### src/rtl/mpm_pkg.sv
package mpm_pkg;

    // Policy automaton states; ST_REJECT is absorbing until reset
    typedef enum logic [2:0] {
        ST_BASE   = 3'd0,
        ST_TRIG_A = 3'd1,
        ST_TRIG_B = 3'd2,
        ST_FINAL  = 3'd3,
        ST_REJECT = 3'd4
    } pol_state_e;

    typedef struct packed {
        logic rd;
        logic wr;
    } rights_t;

    typedef struct packed {
        pol_state_e state;
        logic       grant;
        logic       deny;
    } fsm_regs_t;

endpackage

### src/rtl/mpm_req_decode.sv
module mpm_req_decode #(
    parameter int NUM_RANGES = 2,
    localparam int RIDX_W    = (NUM_RANGES > 1) ? $clog2(NUM_RANGES) : 1
) (
    input  logic [NUM_RANGES-1:0] range_hit,
    output logic                  hit_ok,
    output logic [RIDX_W-1:0]     ridx
);

    logic single_d;

    always_comb begin
        ridx = '0;
        for (int i = 0; i < NUM_RANGES; i++) begin
            if (range_hit[i]) ridx = RIDX_W'(i);
        end
        single_d = $onehot(range_hit);
        // only ranges 1 and 2 are covered by the policy
        hit_ok   = single_d && ((ridx >> 1) == '0);
    end

endmodule

### src/rtl/mpm_rights.sv
module mpm_rights
    import mpm_pkg::*;
#(
    parameter bit ISOLATION = 1'b0,
    parameter int RIDX_W    = 1
) (
    input  pol_state_e        state,
    input  logic              module_id,
    input  logic [RIDX_W-1:0] ridx,
    output rights_t           rights
);

    logic second_range;
    assign second_range = ridx[0];

    generate
        if (ISOLATION) begin : g_iso
            always_comb begin
                rights.rd = (state != ST_REJECT) && (second_range == module_id);
                rights.wr = rights.rd;
            end
        end else begin : g_stateful
            // key = {state, requester, range}; each case lists {rd, wr}
            always_comb begin
                case ({state, module_id, second_range})
                    {ST_BASE,   1'b0, 1'b0}: rights = '{rd: 1'b1, wr: 1'b0};
                    {ST_BASE,   1'b0, 1'b1}: rights = '{rd: 1'b1, wr: 1'b0};
                    {ST_BASE,   1'b1, 1'b0}: rights = '{rd: 1'b1, wr: 1'b1};
                    {ST_BASE,   1'b1, 1'b1}: rights = '{rd: 1'b1, wr: 1'b1};
                    {ST_TRIG_A, 1'b0, 1'b0}: rights = '{rd: 1'b1, wr: 1'b1};
                    {ST_TRIG_A, 1'b0, 1'b1}: rights = '{rd: 1'b1, wr: 1'b0};
                    {ST_TRIG_A, 1'b1, 1'b0}: rights = '{rd: 1'b0, wr: 1'b1};
                    {ST_TRIG_A, 1'b1, 1'b1}: rights = '{rd: 1'b1, wr: 1'b1};
                    {ST_TRIG_B, 1'b0, 1'b0}: rights = '{rd: 1'b1, wr: 1'b0};
                    {ST_TRIG_B, 1'b0, 1'b1}: rights = '{rd: 1'b1, wr: 1'b1};
                    {ST_TRIG_B, 1'b1, 1'b0}: rights = '{rd: 1'b0, wr: 1'b1};
                    {ST_TRIG_B, 1'b1, 1'b1}: rights = '{rd: 1'b0, wr: 1'b1};
                    {ST_FINAL,  1'b0, 1'b0}: rights = '{rd: 1'b1, wr: 1'b1};
                    {ST_FINAL,  1'b0, 1'b1}: rights = '{rd: 1'b1, wr: 1'b1};
                    {ST_FINAL,  1'b1, 1'b0}: rights = '{rd: 1'b0, wr: 1'b1};
                    {ST_FINAL,  1'b1, 1'b1}: rights = '{rd: 1'b0, wr: 1'b1};
                    default:                 rights = '{rd: 1'b0, wr: 1'b0};
                endcase
            end
        end
    endgenerate

endmodule

### src/rtl/mpm_policy_fsm.sv
module mpm_policy_fsm
    import mpm_pkg::*;
#(
    parameter bit ISOLATION = 1'b0,
    parameter int RIDX_W    = 1
) (
    input  logic              clk,
    input  logic              rst,
    input  logic              req_valid,
    input  logic              module_id,
    input  logic              op_write,
    input  logic              hit_ok,
    input  logic [RIDX_W-1:0] ridx,
    input  rights_t           rights,
    output pol_state_e        state_q,
    output logic              grant_q,
    output logic              deny_q
);

    fsm_regs_t q, d;
    logic trig_a, trig_b, allowed;

    always_comb begin
        trig_a  = !ISOLATION && !module_id && op_write && hit_ok && !ridx[0];
        trig_b  = !ISOLATION && !module_id && op_write && hit_ok &&  ridx[0];
        allowed = hit_ok && (op_write ? rights.wr : rights.rd);

        d       = q;
        d.grant = 1'b0;
        d.deny  = 1'b0;
        if (req_valid) begin
            if (q.state == ST_REJECT) begin
                d.deny = 1'b1;
            end else if (trig_a) begin
                d.grant = 1'b1;
                case (q.state)
                    ST_BASE:   d.state = ST_TRIG_A;
                    ST_TRIG_B: d.state = ST_FINAL;
                    default:   d.state = q.state;
                endcase
            end else if (trig_b) begin
                d.grant = 1'b1;
                case (q.state)
                    ST_BASE:   d.state = ST_TRIG_B;
                    ST_TRIG_A: d.state = ST_FINAL;
                    default:   d.state = q.state;
                endcase
            end else if (allowed) begin
                d.grant = 1'b1;
            end else begin
                d.deny  = 1'b1;
                d.state = ST_REJECT;
            end
        end
    end

    always_ff @(posedge clk) begin
        if (rst) q <= '{state: ST_BASE, grant: 1'b0, deny: 1'b0};
        else     q <= d;
    end

    assign state_q = q.state;
    assign grant_q = q.grant;
    assign deny_q  = q.deny;

    // verdicts are exclusive, answered and quiet when idle
    p_resp_excl_r2: assert property (@(posedge clk) disable iff (rst)
        $onehot0({grant_q, deny_q}));
    p_answered_r2: assert property (@(posedge clk) disable iff (rst)
        req_valid |=> (grant_q || deny_q));
    p_idle_quiet_r2: assert property (@(posedge clk) disable iff (rst)
        !req_valid |=> (!grant_q && !deny_q));
    // reject state absorbs and refuses
    p_reject_sticky_r9: assert property (@(posedge clk) disable iff (rst)
        (state_q == ST_REJECT) |=> (state_q == ST_REJECT));
    p_reject_denies_r9: assert property (@(posedge clk) disable iff (rst)
        (state_q == ST_REJECT && req_valid) |=> deny_q);
    // malformed range flags are refused
    p_bad_range_r8: assert property (@(posedge clk) disable iff (rst)
        (req_valid && !hit_ok) |=> deny_q);
    // trigger writes are granted outside reject
    p_trig_a_grant_r4: assert property (@(posedge clk) disable iff (rst)
        (req_valid && trig_a && state_q != ST_REJECT) |=> grant_q);
    p_trig_b_grant_r5: assert property (@(posedge clk) disable iff (rst)
        (req_valid && trig_b && state_q != ST_REJECT) |=> grant_q);
    // in the final set module 2 cannot read
    p_final_no_read_r6: assert property (@(posedge clk) disable iff (rst)
        (req_valid && state_q == ST_FINAL && module_id && !op_write) |=> deny_q);
    // isolation refuses the other module's range
    p_iso_cross_r10: assert property (@(posedge clk) disable iff (rst)
        (ISOLATION && req_valid && hit_ok && (ridx[0] != module_id)) |=> deny_q);

endmodule

### src/rtl/mpm_access_monitor.sv
module mpm_access_monitor
    import mpm_pkg::*;
#(
    parameter int NUM_RANGES = 2,
    parameter bit ISOLATION  = 1'b0
) (
    input  logic                  clk,
    input  logic                  rst,
    input  logic                  req_valid,
    input  logic                  module_id,
    input  logic                  op_write,
    input  logic [NUM_RANGES-1:0] range_hit,
    output logic                  grant,
    output logic                  deny,
    output logic                  violation
);

    localparam int RIDX_W = (NUM_RANGES > 1) ? $clog2(NUM_RANGES) : 1;

    logic              hit_ok;
    logic [RIDX_W-1:0] ridx;
    rights_t           rights;
    pol_state_e        state_q;

    mpm_req_decode #(.NUM_RANGES(NUM_RANGES)) u_decode (
        .range_hit (range_hit),
        .hit_ok    (hit_ok),
        .ridx      (ridx)
    );

    mpm_rights #(.ISOLATION(ISOLATION), .RIDX_W(RIDX_W)) u_rights (
        .state     (state_q),
        .module_id (module_id),
        .ridx      (ridx),
        .rights    (rights)
    );

    mpm_policy_fsm #(.ISOLATION(ISOLATION), .RIDX_W(RIDX_W)) u_fsm (
        .clk       (clk),
        .rst       (rst),
        .req_valid (req_valid),
        .module_id (module_id),
        .op_write  (op_write),
        .hit_ok    (hit_ok),
        .ridx      (ridx),
        .rights    (rights),
        .state_q   (state_q),
        .grant_q   (grant),
        .deny_q    (deny)
    );

    assign violation = (state_q == ST_REJECT);

    // the violation flag only clears through reset
    p_violation_hold_r9: assert property (@(posedge clk) disable iff (rst)
        violation |=> violation);

endmodule

### config.mk
export PLATFORM = sky130hd
export DESIGN_NAME = mpm_access_monitor
export DESIGN_NICKNAME = d
export VERILOG_FILES = /design/src/rtl/mpm_pkg.sv /design/src/rtl/mpm_req_decode.sv /design/src/rtl/mpm_rights.sv /design/src/rtl/mpm_policy_fsm.sv /design/src/rtl/mpm_access_monitor.sv
export SDC_FILE = /design/constraint.sdc
export NUM_CORES = 1
export LEC_CHECK = 0
export ABC_AREA = 1
export BUFFER_PORTS_ARGS = -buffer_cell sky130_fd_sc_hd__buf_4
export CAP_MARGIN = 20
export CORE_AREA = 2 2 39 41
export DETAILED_ROUTE_END_ITERATION = 10
export DIE_AREA = 0 0 41 43
export PLACE_DENSITY = 0.49
export SLEW_MARGIN = 20
export SYNTH_ARGS = -nofsm -noshare
export SYNTH_HDL_FRONTEND = slang
export SYNTH_SLANG_ARGS = --single-unit
### constraint.sdc
create_clock -name clk -period 0.97 [get_ports clk]
set_input_delay 0.1455 -clock clk [delete_from_list [all_inputs] [get_ports clk]]
set_output_delay 0.1455 -clock clk [all_outputs]
set_load 0.1 [all_outputs]
* Yosys cells after proc, flatten, opt, wreduce, memory -nomap -nowiden
Memories as Yosys holds them, arrays and structs flattened. Index checks and enable logic that the tools add are counted.
Operators by class: $add $sub $neg 1, equal/unequal tests 7, muxes and demuxes 13, bitwise logic cells 2, reductions and logical operators 11
Operator list (count):
- $pmux 3 s2 | 2
- $mux 4 | 2
- $mux 1 | 7
- $logic_and 1x1->1 | 5
- $reduce_and 5->1 | 1
- $ne 4x3->1 const B | 1
- $eq 3x1->1 const B | 1
- $eq 3x2->1 const B | 1
- $eq 3x3->1 const B | 1
- $logic_not 3->1 | 1
- $mux 3 | 1
- $ne 3x1->1 const B | 1
- $ne 3x3->1 const B | 1
- $reduce_or 3->1 | 1
- $add 1x1->2 | 1
- $eq 2x1->1 const B | 1
- $logic_not 1->1 | 2
- $mux 2 | 1
- $not 1->1 | 2
- $reduce_or 2->1 | 1
Storage, ports and cells: register bits after elaboration 5, memory bits (read-only) 32, word-level logic and storage cells 38, memories kept 1
Memory list:
- (name not given) | words 16, bits a word 2, read ports 1, clocked after Yosys merged registers in 0, wr ports 0, line mpm_rights.sv:25 | case ({state, module_id, second_range})

* Logic depth before layout (Yosys ltp)
An unclocked memory read counts as a cell.
word-level depth 9, depth in mapped cells 9, depth with buffers taken out 9

* Modules after synthesis
A second synthesis with hierarchy kept.
Unflattened totals: cells, all modules 70, area total of the unflattened synthesis 410.4 um2
Modules (own cells, without submodules):
- mpm_policy_fsm | instances 1, cells each 50, area an instance 316.6 um2
- mpm_rights | instances 1, cells each 11, area an instance 53.8 um2
- mpm_req_decode | instances 1, cells each 6, area an instance 26.3 um2
- mpm_access_monitor | instances 1, cells each 3, area an instance 13.8 um2

* Worst setup path after synthesis
Ideal clock, no wire load.
path kind flip-flop to output port, from reg u_fsm.q, in the netlist u_fsm.state_q[0], to out violation, data arrival time 1.109 ns, setup slack -0.285 ns, cell stages (with the launch flop) 4, path buffers 0, cells stage by stage dfxtp_1 nor2_1 nand2_2 inv_1
On the way: word-level cells in the longest chain between the ends 1
Ends and longest elaborated chain:
- start: declaration | line mpm_policy_fsm.sv:20 | fsm_regs_t q, d;
- start signal: assignment | line mpm_policy_fsm.sv:58 | if (rst) q <= '{state: ST_BASE, grant: 1'b0, deny: 1'b0};
- $eq 3x3->1 | line mpm_access_monitor.sv:52 | assign violation = (state_q == ST_REJECT);
- end: declaration | line mpm_access_monitor.sv:15 | output logic violation
No other way between the ends.

* Worst setup path after layout
Same ends and word-level chain as after synthesis.

==> flow_summary.yaml <==
worst_setup_path:
  crit_fanout: 3
  max_stage_delay_ns: 0.33
  crit_slowest_cell: "dfxtp_2"
  cp-start-kind: "flip-flop"
  cp_top_family: "flip-flops"
  cp_data_arrival_time_ns: 1.02
  endpoint_kind: "output port"
  critPathBufInv: 2
  critPathKind: "reg2out"
  required_ns: 0.82
  cp_cell_sequence: "nor2_2, nand2_2, clkinvlp_4, buf_12"
layout:
  postLayoutCellArea_sq_um: 651.9
  area_growth_pct: 77.82
  fin_nets: 93
  layout.cells.non_filler: 101
  diodes: 0
  drive_gt1_share_pct: 65.88
  fill_cells: 145
timing:
  setup_ws_ns: -0.1979
  period_needed_ns: 1.168
  maxSlewViolCount: 0
  fmax_ghz: 0.8562
  tightest_slew_ns: 0.2871
  setup_viol: 6
  whs_ns: 0.1795
  finalClockSkew_ns: 0.003127
  rsz0062_at_grt: "true"
  slew_headroom_pct: 80.81
  fin_crit_sh_pct: 120.4
  finalHoldViolCount: 0
placed_design:
  placed_area_sq_um: 533.0
  globalplace.congestion: 0.7563
  hpwl_um: 703.9
  io_buffers: 9
  placed_cells: 94
floorplan:
  coreArea_sq_um: 1384
  design.portCount: 10
  initial_core_util_pct: 26.49
  die_w_um: 41
  dieArea_sq_um: 1763
  rows: 14
  die_h_um: 43
clocking:
  clkTransAtPathRegs_ns: 0.05
  clk_latency_ns: 0.24
  cts_buffers: 3
  htreeDepth: 1
  cts_buffer_depth: 2
  cts_tree: "done"
  root_buffer: "clkbuf_4"
  cts_hold_buffers: 0
  clock-sinks: 5
grt:
  grt_pass1_wl_mm: 1.497
  first_global_vias: 390
  grt_usage_pct: 12.73
  grt_overflow: 0
  antenna_found_initial: 0
  grt_max_degree: 7
yosys:
  synth_cell_types: 13
  syn_area_per_cell_sq_um: 6.110
  ys_ff_latch: 5
  synth_nets: 67
  netlist_instances: 60
  synth_warnings: 0
  synth-seq-area-share_pct: 27.30
  netlist_area_sq_um: 366.6
run:
  maxCapViolations: 0
drt:
  via_per_inst: 4.347
  num_vias: 439
  drtPass1Iterations: 2
  postRouteAntennaNets: 0
  drc: 0
  totalWireLength_um: 928
  routedWlPerCell_um: 9.188
  drtIter0Drc: 5
pwr:
  powerDensity_nw_per_um2: 1442
  p_total_uw: 940.0
  vdd_ir_drop_max_mv: 0.8067
  p_leak_nw: 0.3219
outcome:
  outcome: "complete, but fails checks"
  violations: "setup timing"
min_path:
  min_path_type: "in2reg"
area by class of cell:
type / count / area (sq um) / share of cell area [%]
Clock buffer: 4 / 26.28 / 4.031
Inverter: 9 / 40.04 / 6.142
Multi-Input combinational cell: 46 / 281.5 / 43.19
Sequential cell: 5 / 106.4 / 16.31
Tap cell: 16 / 20.02 / 3.071
Timing Repair Buffer: 21 / 177.7 / 27.26
logic make-up (layout without fill, tap and decap cells):
| logic type | Yosys count | count (layout) | synth area share [%] |
|---|---|---|---|
| AO/OA/AOI/OAI | 4 | 4 | 6.484 |
| buffers and inverters | 9 | 34 | 9.217 |
| flip-flops | 5 | 5 | 27.30 |
| AND/OR/NAND/NOR | 42 | 42 | 57.00 |
routing by layer:
metal	GRT usage, %	up-vias	part of all wire, %
met1	14.38	194	43
met3	6.283	0	4.5
met2	20.00	9	53
met5	0	-	0
li1	-	236	-
met4	4.000	0	0
worst register-to-register path, stage by stage, from the launching register on:
cell	delay, ns
dfxtp_2	0.33
buf_4	0.13
nand2_2	0.07
nand2_2	0.06
nand2_2	0.07
nand3_2	0.09
nand3_4	0.14
nand2_1	0.08
nand2_1	0.07
nor2_2	0.03
cells in the final DEF, fill, tap and decap left out:
cell type   count
nand2_2        10
clkinvlp_4      1
inv_1           5
nand2_1        12
buf_6           2
buf_12          1
inv_2           2
nand3_1         4
a21oi_2         1
clkbuf_4        3
dfxtp_2         5
nand4_1         1
a21oi_1         2
nand3_4         1
nand3_2         2
nor2_1          4
inv_4           1
buf_4          18
nor2_2          6
nor2_4          2
a21oi_4         1
clkbuf_1        1
cell usage after synthesis, drive strengths merged:
cell	number	area, sq um
nand3	7	45.04
inv	9	33.79
a21oi	4	23.77
nor2	12	60.06
nand2	22	97.60
dfxtp	5	100.1
nand4	1	6.260
final timing paths:
path	from	slack [ns]	cells after the start	endpoint
setup / recovery	u_fsm.state_q[0]	-0.20	4	violation
hold / removal	req_valid	0.18	3	u_fsm.deny_q
setup reg to reg	u_fsm.state_q[0]	-0.19	9	u_fsm.state_q[0]
hold reg to reg	u_fsm.state_q[2]	0.60	4	u_fsm.state_q[2]
state kept, by name, indices dropped and copies added, names as in the netlist:
name / flops
u_fsm.deny_q: 1
u_fsm.state_q: 3
u_fsm.grant_q: 1
power breakdown:
part	total, mW	internal (mW)	switching, mW
clock network	0.245	0.156	0.0894
registers	0.251	0.233	0.0188
logic	0.444	0.182	0.261
per-stage QoR:
stage / util, % / TNS, ns / setup WS (ns)
2_1_floorplan: - / -0.2290 / -0.06217
3_3_place_gp: 38.52 / -0.5235 / -0.1176
3_5_place_dp: 38.52 / -0.5392 / -0.1273
4_1_cts: 45.57 / -0.8693 / -0.1995
5_1_grt: 47.11 / -1.325 / -0.2423
6_report: 47.11 / -0.9596 / -0.1979
timing repair:
item	CTS	global route
buffers inserted	3	0
cloned	0	0
resized for setup	15	5
endpoints found under the setup margin	8	6
pin swaps	8	3
No activity file was read; power rests on OpenSTA's default activity.
